==> src/rtl/dma_arb_pkg.sv <==
package dma_arb_pkg;
  typedef enum logic [1:0] {
    ARB_IDLE  = 2'd0,
    ARB_WAIT  = 2'd1,
    ARB_SERVE = 2'd2
  } arb_state_e;
endpackage

==> src/rtl/dma_dreq_sync.sv <==
// Multi-stage synchronizer per request pin, followed by polarity correction.
module dma_dreq_sync #(
  parameter int NCH    = 4,
  parameter int STAGES = 2
) (
  input  logic           clk,
  input  logic           rst,
  input  logic           req_pol,
  input  logic [NCH-1:0] raw_in,
  output logic [NCH-1:0] req_active
);
  logic [NCH-1:0] synced;

  for (genvar ch = 0; ch < NCH; ch++) begin : g_chan
    logic [STAGES-1:0] chain;
    always_ff @(posedge clk) begin
      if (rst) chain <= '0;
      else     chain <= {chain[STAGES-2:0], raw_in[ch]};
    end
    assign synced[ch] = chain[STAGES-1];
  end

  // req_pol = 1: a low level on the pin means the channel is requesting
  assign req_active = synced ^ {NCH{req_pol}};
endmodule

==> src/rtl/dma_req_regs.sv <==
// Mask and software request registers.
module dma_req_regs #(
  parameter int NCH = 4,
  parameter int CW  = 2
) (
  input  logic           clk,
  input  logic           rst,
  input  logic           mask_wr,
  input  logic [NCH-1:0] mask_wdata,
  input  logic           swreq_wr,
  input  logic [NCH-1:0] swreq_wdata,
  input  logic           clr_en,
  input  logic [CW-1:0]  clr_idx,
  output logic [NCH-1:0] mask_q,
  output logic [NCH-1:0] swreq_q
);
  logic [NCH-1:0] swreq_nxt;

  always_comb begin
    swreq_nxt = swreq_wr ? swreq_wdata : swreq_q;
    if (clr_en) swreq_nxt[clr_idx] = 1'b0;
  end

  always_ff @(posedge clk) begin
    if (rst) begin
      mask_q  <= '1;
      swreq_q <= '0;
    end else begin
      if (mask_wr) mask_q <= mask_wdata;
      swreq_q <= swreq_nxt;
    end
  end
endmodule

==> src/rtl/dma_prio_pick.sv <==
// Fixed priority: the lowest set index wins.
module dma_prio_pick #(
  parameter int NCH = 4,
  parameter int CW  = 2
) (
  input  logic [NCH-1:0] req,
  output logic           any,
  output logic [CW-1:0]  idx
);
  always_comb begin
    idx = '0;
    for (int i = NCH - 1; i >= 0; i--) begin
      if (req[i]) idx = CW'(i);
    end
  end
  assign any = |req;
endmodule

==> src/rtl/dma_req_arbiter.sv <==
module dma_req_arbiter
  import dma_arb_pkg::*;
#(
  parameter int NCH         = 4,
  parameter int SYNC_STAGES = 2,
  localparam int CW         = (NCH > 1) ? $clog2(NCH) : 1
) (
  input  logic           clk,
  input  logic           rst,
  input  logic [NCH-1:0] dreq_in,
  input  logic           req_pol,
  input  logic           ack_pol,
  input  logic           mask_wr,
  input  logic [NCH-1:0] mask_wdata,
  input  logic           swreq_wr,
  input  logic [NCH-1:0] swreq_wdata,
  input  logic           hold_ack,
  input  logic           svc_done,
  output logic           hold_req,
  output logic [NCH-1:0] dack,
  output logic [CW-1:0]  sel_ch,
  output logic           sel_valid
);
  arb_state_e     state_q, state_d;
  logic [CW-1:0]  sel_q;
  logic [NCH-1:0] hw_active, mask_q, swreq_q, pending, grant;
  logic           any_pending, finish;
  logic [CW-1:0]  win_idx;

  dma_dreq_sync #(.NCH(NCH), .STAGES(SYNC_STAGES)) u_sync (
    .clk(clk), .rst(rst), .req_pol(req_pol),
    .raw_in(dreq_in), .req_active(hw_active)
  );

  assign finish = (state_q == ARB_SERVE) && svc_done;

  dma_req_regs #(.NCH(NCH), .CW(CW)) u_regs (
    .clk(clk), .rst(rst),
    .mask_wr(mask_wr), .mask_wdata(mask_wdata),
    .swreq_wr(swreq_wr), .swreq_wdata(swreq_wdata),
    .clr_en(finish), .clr_idx(sel_q),
    .mask_q(mask_q), .swreq_q(swreq_q)
  );

  // Software requests bypass the mask
  assign pending = (hw_active & ~mask_q) | swreq_q;

  dma_prio_pick #(.NCH(NCH), .CW(CW)) u_pick (
    .req(pending), .any(any_pending), .idx(win_idx)
  );

  always_comb begin
    state_d = state_q;
    unique case (state_q)
      ARB_IDLE:  if (any_pending) state_d = ARB_WAIT;
      ARB_WAIT: begin
        if (!any_pending)   state_d = ARB_IDLE;
        else if (hold_ack)  state_d = ARB_SERVE;
      end
      ARB_SERVE: if (svc_done) state_d = ARB_IDLE;
      default:   state_d = ARB_IDLE;
    endcase
  end

  always_ff @(posedge clk) begin
    if (rst) begin
      state_q <= ARB_IDLE;
      sel_q   <= '0;
    end else begin
      state_q <= state_d;
      if (state_q == ARB_WAIT && any_pending && hold_ack) sel_q <= win_idx;
    end
  end

  always_comb begin
    grant = '0;
    if (state_q == ARB_SERVE) grant[sel_q] = 1'b1;
  end

  for (genvar gi = 0; gi < NCH; gi++) begin : g_dack
    assign dack[gi] = ack_pol ? grant[gi] : ~grant[gi];
  end

  assign hold_req  = (state_q != ARB_IDLE);
  assign sel_valid = (state_q == ARB_SERVE);
  assign sel_ch    = sel_q;
endmodule

==> config.mk <==
export PLATFORM = sky130hd
export DESIGN_NAME = dma_req_arbiter
export DESIGN_NICKNAME = d
export VERILOG_FILES = /design/src/rtl/dma_arb_pkg.sv /design/src/rtl/dma_dreq_sync.sv /design/src/rtl/dma_req_regs.sv /design/src/rtl/dma_prio_pick.sv /design/src/rtl/dma_req_arbiter.sv
export SDC_FILE = /design/constraint.sdc
export NUM_CORES = 1
export LEC_CHECK = 0
export BUFFER_PORTS_ARGS = -buffer_cell sky130_fd_sc_hd__buf_2
export CAP_MARGIN = 25
export CORE_MARGIN = 4
export CORE_UTILIZATION = 47
export CTS_CLUSTER_DIAMETER = 200
export DETAILED_ROUTE_END_ITERATION = 8
export GPL_TIMING_DRIVEN = 0
export PLACE_DENSITY_LB_ADDON = 0.1
export SETUP_SLACK_MARGIN = 0.4
export SYNTH_ARGS = -nofsm -noshare
export SYNTH_HDL_FRONTEND = slang
export SYNTH_SLANG_ARGS = --single-unit
==> constraint.sdc <==
create_clock -name clk -period 1.8 [get_ports clk]
set_input_delay 0.27 -clock clk [delete_from_list [all_inputs] [get_ports clk]]
set_output_delay 0.27 -clock clk [all_outputs]
set_load 0.05 [all_outputs]
==> results of run 1 <==
## timing repair
action / CTS / global route
endpoints found under the setup margin: 8 / 9
pin swaps: 8 / 4
cloned: 0 / 0
gates resized for setup: 18 / 8
setup buffers: 6 / 2
## metal layers
layer | vias up | global-route usage, %
li1 | 373 | -
met1 | 345 | 17.3
met2 | 23 | 28.7
met3 | 10 | 3.56
met4 | 0 | 13.9
met5 | - | 0
## cell type report
type	instances	area [um^2]	area share, %
plain buffers	3	11.3	0.855
clock buffers	4	36.3	2.75
multi-input cells	59	558	42.4
inverters	5	33.8	2.56
flip-flops and latches	20	417	31.6
repair buffers	33	230	17.5
well taps	25	31.3	2.37
## worst reg2reg max path, cell delays in order, from the launching register on
cell and delay [ps]:
dfxtp_2 330, xor2_1 180, a21oi_2 100, and4bb_1 230
or4_4 430, a22oi_2 130
## registers in the layout (all words and copies together), names as in the netlist
register and count:
state_q 2, sel_ch 2, u_regs.swreq_q 4, u_sync.g_chan.chain 8, u_regs.mask_q 4
## synthesized netlist by cell type (all sizes together), types with 2 or more instances
cell    count  share of area, %
a311oi      2               2.1
clkbuf      2              0.89
nand3       2               1.2
nor2b       8               5.9
inv         4               1.8
o211ai      3               2.7
nor2        3               1.3
a21oi       2               1.2
nand2      11               4.9
nand2b      2               1.5
dfxtp      20                47
xor2        6               6.2
mux2i       5               5.9
xnor2       2               2.1
o21bai      2               2.7
## power by group through the flow
stage                     combinational [mW]  clock, mW  sequential [mW]
after floorplan                        0.138          0            0.509
after global placement                 0.200          0            0.502
after detailed placement               0.205          0            0.503
after CTS                              0.240      0.261            0.493
after global routing                   0.268      0.279            0.499
final                                  0.250      0.255            0.494
## placed cells by master (no fill, tap or decap), types with 2 or more instances in the layout
cell type / Yosys / routed
a21oi_2: 0 / 2
a311oi_1: 2 / 2
buf_2: 0 / 19
buf_4: 0 / 7
buf_6: 0 / 6
clkbuf_1: 2 / 2
clkbuf_4: 0 / 3
dfxtp_1: 20 / 13
dfxtp_2: 0 / 4
dfxtp_4: 0 / 3
inv_1: 4 / 3
mux2i_1: 5 / 5
nand2_1: 11 / 9
nand2_4: 0 / 2
nand3_4: 0 / 2
nor2b_1: 8 / 8
o211ai_1: 3 / 3
o21bai_2: 2 / 2
xnor2_1: 2 / 2
xor2_1: 6 / 2
xor2_4: 0 / 4
## logic make-up after synthesis
group | count (synthesis) | share of synthesized area (%)
buffers and inverters | 8 | 3.56
and+or+nand+nor | 32 | 21.1
xor gates and xnor gates | 8 | 8.31
muxes | 5 | 5.93
DFF | 20 | 47.5
AOI/OAI and AO/OA | 14 | 13.6
## final timing paths
check | to | depth (start not counted) | startpoint
setup / recovery | dack[3] | 5 | state_q[0]
setup reg to reg | sel_ch[0] | 5 | u_sync.g_chan[0].chain[1]
hold / removal | u_sync.g_chan[3].chain[0] | 2 | dreq_in[3]
hold reg to reg | u_sync.g_chan[3].chain[1] | 1 | u_sync.g_chan[3].chain[0]
==> summary.txt, run 1 <==
Status
  – Status: complete, no violations

Worst setup path
  – Cell Chain, Critical Path: nand2b_4 > clkinv_8 > nand3_4 > xor2_4 > buf_6
  – CP delay by family, top: flip-flops
  – Max FO, Critical Path: 7
  – Kind of critical path: reg2out
  – Crit. End Element: output port
  – Critical Path Max Stage Delay: 360 ps
  – Arr. time, crit path: around 1300 ps
  – CP Buf/Inv Count: 2
  – Crit-path slowest cell: dfxtp_2
  – Crit start category: flip-flop
  – Reg2Reg Setup Slack: 340 ps
  – Worst EP required: 1530 ps

Final layout
  – Layout overhead on the synthesized area: 56.2%
  – Finished Core Util: 77.1%
  – Net total in the final layout: 145
  – Ant diodes: 0
  – Fillers: 112
  – Design area: roughly 1300 um^2
  – Layout Cells excl Fill: 149
  – Fraction of layout cells with a size suffix above 1: 52.4%

STA
  – Final Hold Viols: 0
  – Tcrit/Tclk final: 87.5%
  – Slew at the pin closest to its max-slew limit: 433 ps
  – Skew final: 5.90 ps
  – Slew Limit Fails: 0
  – RSZ-0062 raised after global routing: true
  – Period minus WS final: 1580 ps
  – Hold Worst Slack: 173 ps
  – Setup ws final: 224 ps
  – Setup TNS: 0 ps
  – Max-Slew Margin vs Limit: 71.2%
  – Setup violators final: 0
  – Fmax: 635 MHz

Synth
  – Asr flop ratio synth: 0%
  – Syn_nets: 107
  – Synth cell types: 28
  – Number of flops mapped to enable cells by yosys: 0
  – Share of the yosys chip area belonging to registers: 47.5%
  – Post-Syn Area: 843 um^2
  – Mean Syn Cell Area: roughly 9.7 um^2
  – Synth Warn #: 0
  – #FFs+latches synth: 20
  – Cells after synthesis: 87
  – Most used DFF post-synth: dfxtp_1

Drt
  – Post-DRT Antenna Nets: 0
  – Avg WL per Cell: 13.2 um
  – Drc violations: 0
  – Highest routed layer: met4
  – Met2 wire len: ~1000 um
  – WL met1: 778 um
  – DRT Pass-1 Iters: 4
  – Initial DRC Count: 1
  – Via count: 751
  – Post-Route WL: 1.96 mm
  – Via/cell ratio: 5.04
  – WL met3: 102 um

Pwr
  – Cell Int Power: 0.703 mW
  – Power share of the clock group: 25.5%
  – Total power: roughly 1 mW
  – Max VDD drop: 0.762 mV
  – Sw Ratio: 29.7%
  – Reg power frac: 49.5%
  – Comb power frac: 25.0%
  – Psw: 0.297 mW
  – Power density over the cells: 759 nW/um^2
  – Lkg Pwr: 0.577 nW

Placement
  – Pre-CTS setup slack: around 140 ps
  – Placed inst area: 1140 um^2
  – Placer congestion estimate: 0.709
  – I/O Buffers: 25
  – Dpl cells: 137
  – DP HPWL: 1.41 mm

Clock network
  – # hold bufs at CTS: 0
  – Buffer type at the clock tree root: clkbuf_4
  – Reg clk slew, reported paths: 100 ps
  – Max clock buf depth: 2
  – Clk Latency, worst-skew pair: 300 ps
  – TritonCTS Buffers: 3
  – Clock net sink count: 20
  – CTS tree: built
  – H-tree depth: 1

Floorplanning
  – Chip Height: 50.4 um
  – Die area: 2540 um^2
  – Total core area: 1710 um^2
  – I/O Pins: 28
  – Initial Util: between 40 and 50%
  – Chip Width: 50.4 um
  – Row cnt: 15

Global routing
  – Largest net degree at the start of global routing: 12
  – Overall Global Routing Usage: 16.7%
  – Initial antenna violation count: 0
  – Overflow after GRT: 0
  – First-pass GRT wire length: 3.06 mm
  – Vias in the first global route: 747

Worst hold path
  – Worst Hold Class: in2reg

Job
  – Maxcap violations: 0
No activity file was read; power rests on OpenSTA's default activity.
==> inputs of run 2 (changes only) <==
--- a/config.mk
+++ b/config.mk
@@ -7,8 +7,10 @@
 export LEC_CHECK = 0
 export BUFFER_PORTS_ARGS = -buffer_cell sky130_fd_sc_hd__buf_2
 export CAP_MARGIN = 25
+export CELL_PAD_IN_SITES_DETAIL_PLACEMENT = 0
+export CELL_PAD_IN_SITES_GLOBAL_PLACEMENT = 1
 export CORE_MARGIN = 4
-export CORE_UTILIZATION = 47
+export CORE_UTILIZATION = 35
 export CTS_CLUSTER_DIAMETER = 200
 export DETAILED_ROUTE_END_ITERATION = 8
 export GPL_TIMING_DRIVEN = 0
==> summary.txt, run 2 (synthesized netlist as in run 1, its figures left out) <==
Status
  – Status: complete, no violations (unchanged)

Clock network
  – Max clock buf depth: 2 (unchanged)
  – TritonCTS Buffers: 3 (unchanged)
  – CTS tree: built (unchanged)
  – Buffer type at the clock tree root: clkbuf_4 (unchanged)
  – Reg clk slew, reported paths: 110 ps (was 100 ps)
  – Clk Latency, worst-skew pair: 300 ps (about the same)
  – H-tree depth: 1 (unchanged)
  – Clock net sink count: 20 (unchanged)

Worst setup path
  – Reg2reg end: sel_ch[0] (unchanged)
  – Arr. time, crit path: 1290 ps (was 1310 ps)
  – Kind of critical path: reg2out (unchanged)
  – Reg2Reg Setup Slack: 310 ps (was 340 ps)
  – Worst EP required: 1530 ps (about the same)
  – Crit start category: flip-flop (unchanged)
  – Worst R2R Start: u_sync.g_chan[2].chain[1] (was u_sync.g_chan[0].chain[1])
  – CP Buf/Inv Count: 2 (unchanged)
  – Max FO, Critical Path: 5 (was 7)
  – R2R depth: 5 (unchanged)
  – Crit-path slowest cell: dfxtp_4 (was dfxtp_2)
  – CP delay by family, top: flip-flops (unchanged)
  – Crit. End Element: output port (unchanged)
  – Setup crit start: sel_ch[1] (was state_q[0])
  – Cell Chain, Critical Path: inv_6 > nor2_4 > nand2_4 > xor2_4 > buf_6 (was nand2b_4 > clkinv_8 > nand3_4 > xor2_4 > buf_6)
  – Critical Path Max Stage Delay: 410 ps (was 360 ps)

STA
  – Skew final: 0.960 ps (was 5.90 ps)
  – Setup ws final: 236 ps (was 224 ps)
  – Setup TNS: 0 ps (unchanged)
  – Setup violators final: 0 (unchanged)
  – Tcrit/Tclk final: 86.9% (was 87.5%)
  – Fmax: 639 MHz (was 635 MHz)
  – RSZ-0062 raised after global routing: true (unchanged)
  – Final Hold Viols: 0 (unchanged)
  – Slew Limit Fails: 0 (unchanged)
  – Max-Slew Margin vs Limit: 70.4% (was 71.2%)
  – Period minus WS final: 1560 ps (was 1580 ps)
  – Slew at the pin closest to its max-slew limit: 444 ps (was 433 ps)

Floorplanning
  – Chip Height: 57.1 um (was 50.4 um)
  – Initial Util: 37.4% (was 49.4%)
  – Row cnt: 17 (was 15)
  – Chip Width: 57.1 um (was 50.4 um)
  – Die area: 3260 um^2 (was 2540 um^2)
  – I/O Pins: 28 (unchanged)
  – Total core area: 2250 um^2 (was 1710 um^2)

Global routing
  – First-pass GRT wire length: 3.15 mm (was 3.06 mm)
  – Initial antenna violation count: 0 (unchanged)
  – Overall Global Routing Usage: 12.4% (was 16.7%)
  – Vias in the first global route: 709 (was 747)
  – Largest net degree at the start of global routing: 12 (unchanged)
  – Overflow after GRT: 0 (unchanged)

Drt
  – Initial DRC Count: 7 (was 1)
  – Via/cell ratio: 4.66 (was 5.04)
  – Drc violations: 0 (unchanged)
  – Post-DRT Antenna Nets: 0 (unchanged)
  – Via count: 699 (was 751)
  – Avg WL per Cell: 12.2 um (was 13.2 um)
  – DRT Pass-1 Iters: 2 (was 4)
  – Post-Route WL: 1.84 mm (was 1.96 mm)

Final layout
  – Layout Cells excl Fill: 150 (was 149)
  – Largest reg by FF count: u_sync.g_chan.chain (unchanged)
  – Max FFs per register: 8 (unchanged)
  – Design area: 1320 um^2 (about the same)
  – Commonest non-fill, non-tap cell in the layout: buf_2 (unchanged)
  – Net total in the final layout: 143 (was 145)
  – Finished Core Util: 58.7% (was 77.1%)
  – Fillers: 208 (was 112)
  – Area of the multi-input gates: 586 um^2 (was 558 um^2)
  – Ant diodes: 0 (unchanged)
  – Layout overhead on the synthesized area: 56.8% (was 56.2%)
  – Top flop regs: u_sync.g_chan.chain (8), u_regs.mask_q (4), u_regs.swreq_q (4) (unchanged)
  – Fraction of layout cells with a size suffix above 1: 54.1% (was 52.4%)
  – Reg area: 417 um^2 (unchanged)
  – Most frequent cells in the layout: buf_2, dfxtp_1, nand2_1 (unchanged)

Worst hold path
  – Hold Path Origin: dreq_in[2] (was dreq_in[3])
  – Hold Path End: u_sync.g_chan[2].chain[0] (was u_sync.g_chan[3].chain[0])
  – Worst Hold Class: in2reg (unchanged)
  – Worst hold path depth: 2 (unchanged)

Pwr
  – Power density over the cells: 755 nW/um^2 (was 759 nW/um^2)
  – Lkg Pwr: 0.572 nW (was 0.577 nW)
  – Max VDD drop: 0.470 mV (was 0.762 mV)

Placement
  – Pre-CTS setup slack: 129 ps (was 138 ps)
  – Placer congestion estimate: 0.700 (was 0.709)
  – Dpl cells: 140 (was 137)
  – I/O Buffers: 25 (unchanged)
  – DP HPWL: 1.42 mm (was 1.41 mm)
  – Placed inst area: 1150 um^2 (was 1140 um^2)

Job
  – Maxcap violations: 0 (unchanged)
==> run 2: final cells by class <==
| class | instances | area share (%) |
|---|---|---|
| buffer | 3 | 0.851 |
| inverter | 5 | 2.74 |
| timing repair buffer | 31 | 15.2 |
| tap | 28 | 2.65 |
| multi-input combinational | 59 | 44.3 |
| sequential | 20 | 31.5 |
| clock buffer | 4 | 2.74 |
==> run 2: worst register-to-register path: cells and delay by family (launching register included) <==
kind	cells	cell delay [ps]
DFF	1	340
and+or+nand+nor	2	690
AOI/OAI and AO/OA	2	260
xor gates and xnor gates	1	130
==> run 2: layer usage <==
metal	vias to the layer above	track usage [%]	share of wire, %
met4	0	5.96	1.9
met1	314	15.1	45
met3	4	3.17	5.2
met2	17	20.4	48
met5	-	0	0
li1	364	-	-
==> run 2: repair_timing <==
item / in CTS / in global routing
hold buffers: 0 / 0
setup endpoints to repair: 8 / 9
setup buffers: 5 / 1
gates resized for setup: 22 / 5
pin swaps: 9 / 2
==> run 2: worst max-delay path by stage <==
stage	endpoint	slack, ps	cells after the start
2_1_floorplan	sel_ch[0]	370	5
3_3_place_gp	sel_ch[0]	130	6
3_5_place_dp	sel_ch[0]	130	6
4_1_cts	dack[2]	220	5
5_1_grt	dack[1]	170	5
6_report	dack[2]	240	5
==> run 2: where the power goes <==
part / internal, mW / switching (mW)
Sequential: 0.471 / 0.0248
Combinational: 0.106 / 0.139
Clock: 0.123 / 0.136
Total: 0.700 / 0.299
==> run 2: stage by stage <==
step | power (mW) | hold WS [ps]
finish | 0.999 | 174
floorplan | 0.647 | 342
CTS | 1.00 | 165
detailed placement | 0.707 | 430
global placement | 0.704 | 424
global route | 1.05 | 184
==> inputs of run 3 (changes only) <==
--- a/config.mk
+++ b/config.mk
@@ -9,12 +9,11 @@
 export CAP_MARGIN = 25
 export CELL_PAD_IN_SITES_DETAIL_PLACEMENT = 0
 export CELL_PAD_IN_SITES_GLOBAL_PLACEMENT = 1
-export CORE_MARGIN = 4
 export CORE_UTILIZATION = 35
 export CTS_CLUSTER_DIAMETER = 200
 export DETAILED_ROUTE_END_ITERATION = 8
 export GPL_TIMING_DRIVEN = 0
-export PLACE_DENSITY_LB_ADDON = 0.1
+export PLACE_DENSITY = 0.76
 export SETUP_SLACK_MARGIN = 0.4
 export SYNTH_ARGS = -nofsm -noshare
 export SYNTH_HDL_FRONTEND = slang
==> summary.txt, run 3 (synthesized netlist as in run 1, its figures left out) <==
Status
  – Status: complete, no violations (unchanged)

Final layout
  – Largest reg by FF count: u_sync.g_chan.chain (unchanged)
  – Net total in the final layout: 148 (was 143)
  – Most frequent cells in the layout: buf_2, dfxtp_1, buf_4 (was buf_2, dfxtp_1, nand2_1)
  – Commonest non-fill, non-tap cell in the layout: buf_2 (unchanged)
  – Fraction of layout cells with a size suffix above 1: 52.8% (was 54.1%)
  – Top flop regs: u_sync.g_chan.chain (8), u_regs.mask_q (4), u_regs.swreq_q (4) (unchanged)
  – Fillers: 190 (was 208)
  – Area of the multi-input gates: 568 um^2 (was 586 um^2)
  – Reg area: 415 um^2 (was 417 um^2)
  – Ant diodes: 0 (unchanged)
  – Layout overhead on the synthesized area: 62.5% (was 56.8%)
  – Max FFs per register: 8 (unchanged)

Clock network
  – TritonCTS Buffers: 3 (unchanged)
  – CTS tree: built (unchanged)
  – Buffer type at the clock tree root: clkbuf_4 (unchanged)
  – Clock net sink count: 20 (unchanged)
  – H-tree depth: 1 (unchanged)
  – Clk Latency, worst-skew pair: 300 ps (about the same)
  – Reg clk slew, reported paths: 110 ps (about the same)
  – # hold bufs at CTS: 0 (unchanged)
  – Max clock buf depth: 2 (unchanged)

STA
  – Slew at the pin closest to its max-slew limit: 468 ps (was 444 ps)
  – Tcrit/Tclk final: 86.3% (was 86.9%)
  – Setup ws final: 247 ps (was 236 ps)
  – RSZ-0062 raised after global routing: true (unchanged)
  – Skew final: 2.51 ps (was 0.960 ps)
  – Fmax: 644 MHz (was 639 MHz)
  – Slew Limit Fails: 0 (unchanged)
  – Final Hold Viols: 0 (unchanged)
  – Setup TNS: 0 ps (unchanged)
  – Setup violators final: 0 (unchanged)
  – Period minus WS final: 1550 ps (was 1560 ps)
  – Max-Slew Margin vs Limit: 68.8% (was 70.4%)

Worst hold path
  – Worst hold path depth: 2 (unchanged)
  – Worst Hold Class: in2reg (unchanged)

Pwr
  – Sw Ratio: 27.3% (was 30.0%)
  – Lkg Pwr: 0.600 nW (was 0.572 nW)
  – Comb power frac: 24.2% (was 24.5%)
  – Max VDD drop: 0.506 mV (was 0.470 mV)
  – Total power: 1.13 mW (was 0.999 mW)
  – Reg power frac: 43.6% (was 49.6%)
  – Power share of the clock group: 32.2% (was 25.9%)
  – Psw: 0.309 mW (was 0.299 mW)
  – Power density over the cells: 827 nW/um^2 (was 755 nW/um^2)
  – Cell Int Power: 0.824 mW (was 0.700 mW)

Drt
  – DRT Pass-1 Iters: 4 (was 2)
  – Drc violations: 0 (unchanged)
  – Avg WL per Cell: 12.0 um (was 12.2 um)
  – Via/cell ratio: 4.68 (was 4.66)
  – Via count: 726 (was 699)
  – Initial DRC Count: 8 (was 7)
  – Post-Route WL: 1.87 mm (was 1.84 mm)
  – Post-DRT Antenna Nets: 0 (unchanged)

Global routing
  – Largest net degree at the start of global routing: 13 (was 12)
  – Overflow after GRT: 0 (unchanged)
  – Vias in the first global route: 760 (was 709)
  – First-pass GRT wire length: 3.19 mm (was 3.15 mm)
  – Initial antenna violation count: 0 (unchanged)
  – Overall Global Routing Usage: 16.7% (was 12.4%)

Floorplanning
  – Row cnt: 17 (unchanged)
  – Initial Util: 37.8% (was 37.4%)
  – Chip Height: 51.1 um (was 57.1 um)
  – Chip Width: 51.1 um (was 57.1 um)
  – I/O Pins: 28 (unchanged)
  – Total core area: 2230 um^2 (was 2250 um^2)
  – Die area: 2610 um^2 (was 3260 um^2)

Job
  – Maxcap violations: 0 (unchanged)

Placement
  – I/O Buffers: 25 (unchanged)
  – Pre-CTS setup slack: 130 ps (was 129 ps)
  – DP HPWL: 1.35 mm (was 1.42 mm)
  – Placer congestion estimate: 0.742 (was 0.700)

Worst setup path
  – Max FO, Critical Path: 4 (was 5)
  – Crit. End Element: output port (unchanged)
  – R2R depth: 5 (unchanged)
  – Crit start category: flip-flop (unchanged)
  – Kind of critical path: reg2out (unchanged)
  – Worst EP required: 1530 ps (about the same)
  – Reg2Reg Setup Slack: 340 ps (was 310 ps)
  – Arr. time, crit path: 1280 ps (was 1290 ps)
## run 3: critical path, stage by stage, from the launching register on
cell and delay, ps:
dfxtp_4 410, inv_6 50, nor2_4 100, nand2_4 80, xor2_4 170, buf_6 170
## run 3: metrics by stage
stage,instances,area [um^2],hold slack [ps],utilization (%)
finish,155,1370,166,61.3
global route,155,1370,147,61.3
CTS,152,1340,157,59.9
detailed placement,140,1150,426,51.3
global placement,140,1150,423,51.3
floorplan,87,986,342,-
## run 3: cell type report
cell class / instances / area share, %
inverter: 5 / 2.65
multi-input combinational: 59 / 41.5
tap: 28 / 2.56
timing repair buffer: 36 / 18.4
clock buffer: 3 / 1.64
clock inverter: 1 / 2.19
buffer: 3 / 0.822
sequential: 20 / 30.3
## run 3: power groups by stage
| stage | Combinational [mW] | Clock, mW | Sequential [mW] |
|---|---|---|---|
| after floorplan | 0.138 | 0 | 0.509 |
| after global placement | 0.203 | 0 | 0.501 |
| after detailed placement | 0.205 | 0 | 0.502 |
| after CTS | 0.257 | 0.375 | 0.494 |
| after global routing | 0.295 | 0.399 | 0.498 |
| final | 0.274 | 0.365 | 0.494 |
## run 3: routing by layer
metal  vias up  global-route usage [%]  share of wire (%)
met2        18                    27.9                 50
met3         2                    3.87                4.6
met4         0                    6.94               0.48
met1       333                    20.4                 45
met5         -                       0                  0
li1        373                       -                  -
## run 3: final timing paths
path | end | start
setup / recovery | dack[2] | sel_ch[1]
hold / removal | u_sync.g_chan[0].chain[0] | dreq_in[0]
setup reg to reg | sel_ch[0] | u_sync.g_chan[2].chain[1]
hold reg to reg | u_sync.g_chan[3].chain[1] | u_sync.g_chan[3].chain[0]
## run 3: what timing repair did
item | CTS | global route
resized for setup | 25 | 3
endpoints found under the setup margin | 8 | 10
setup buffers | 8 | 3
hold endpoints to repair | 0 | 0
pin swaps | 9 | 2
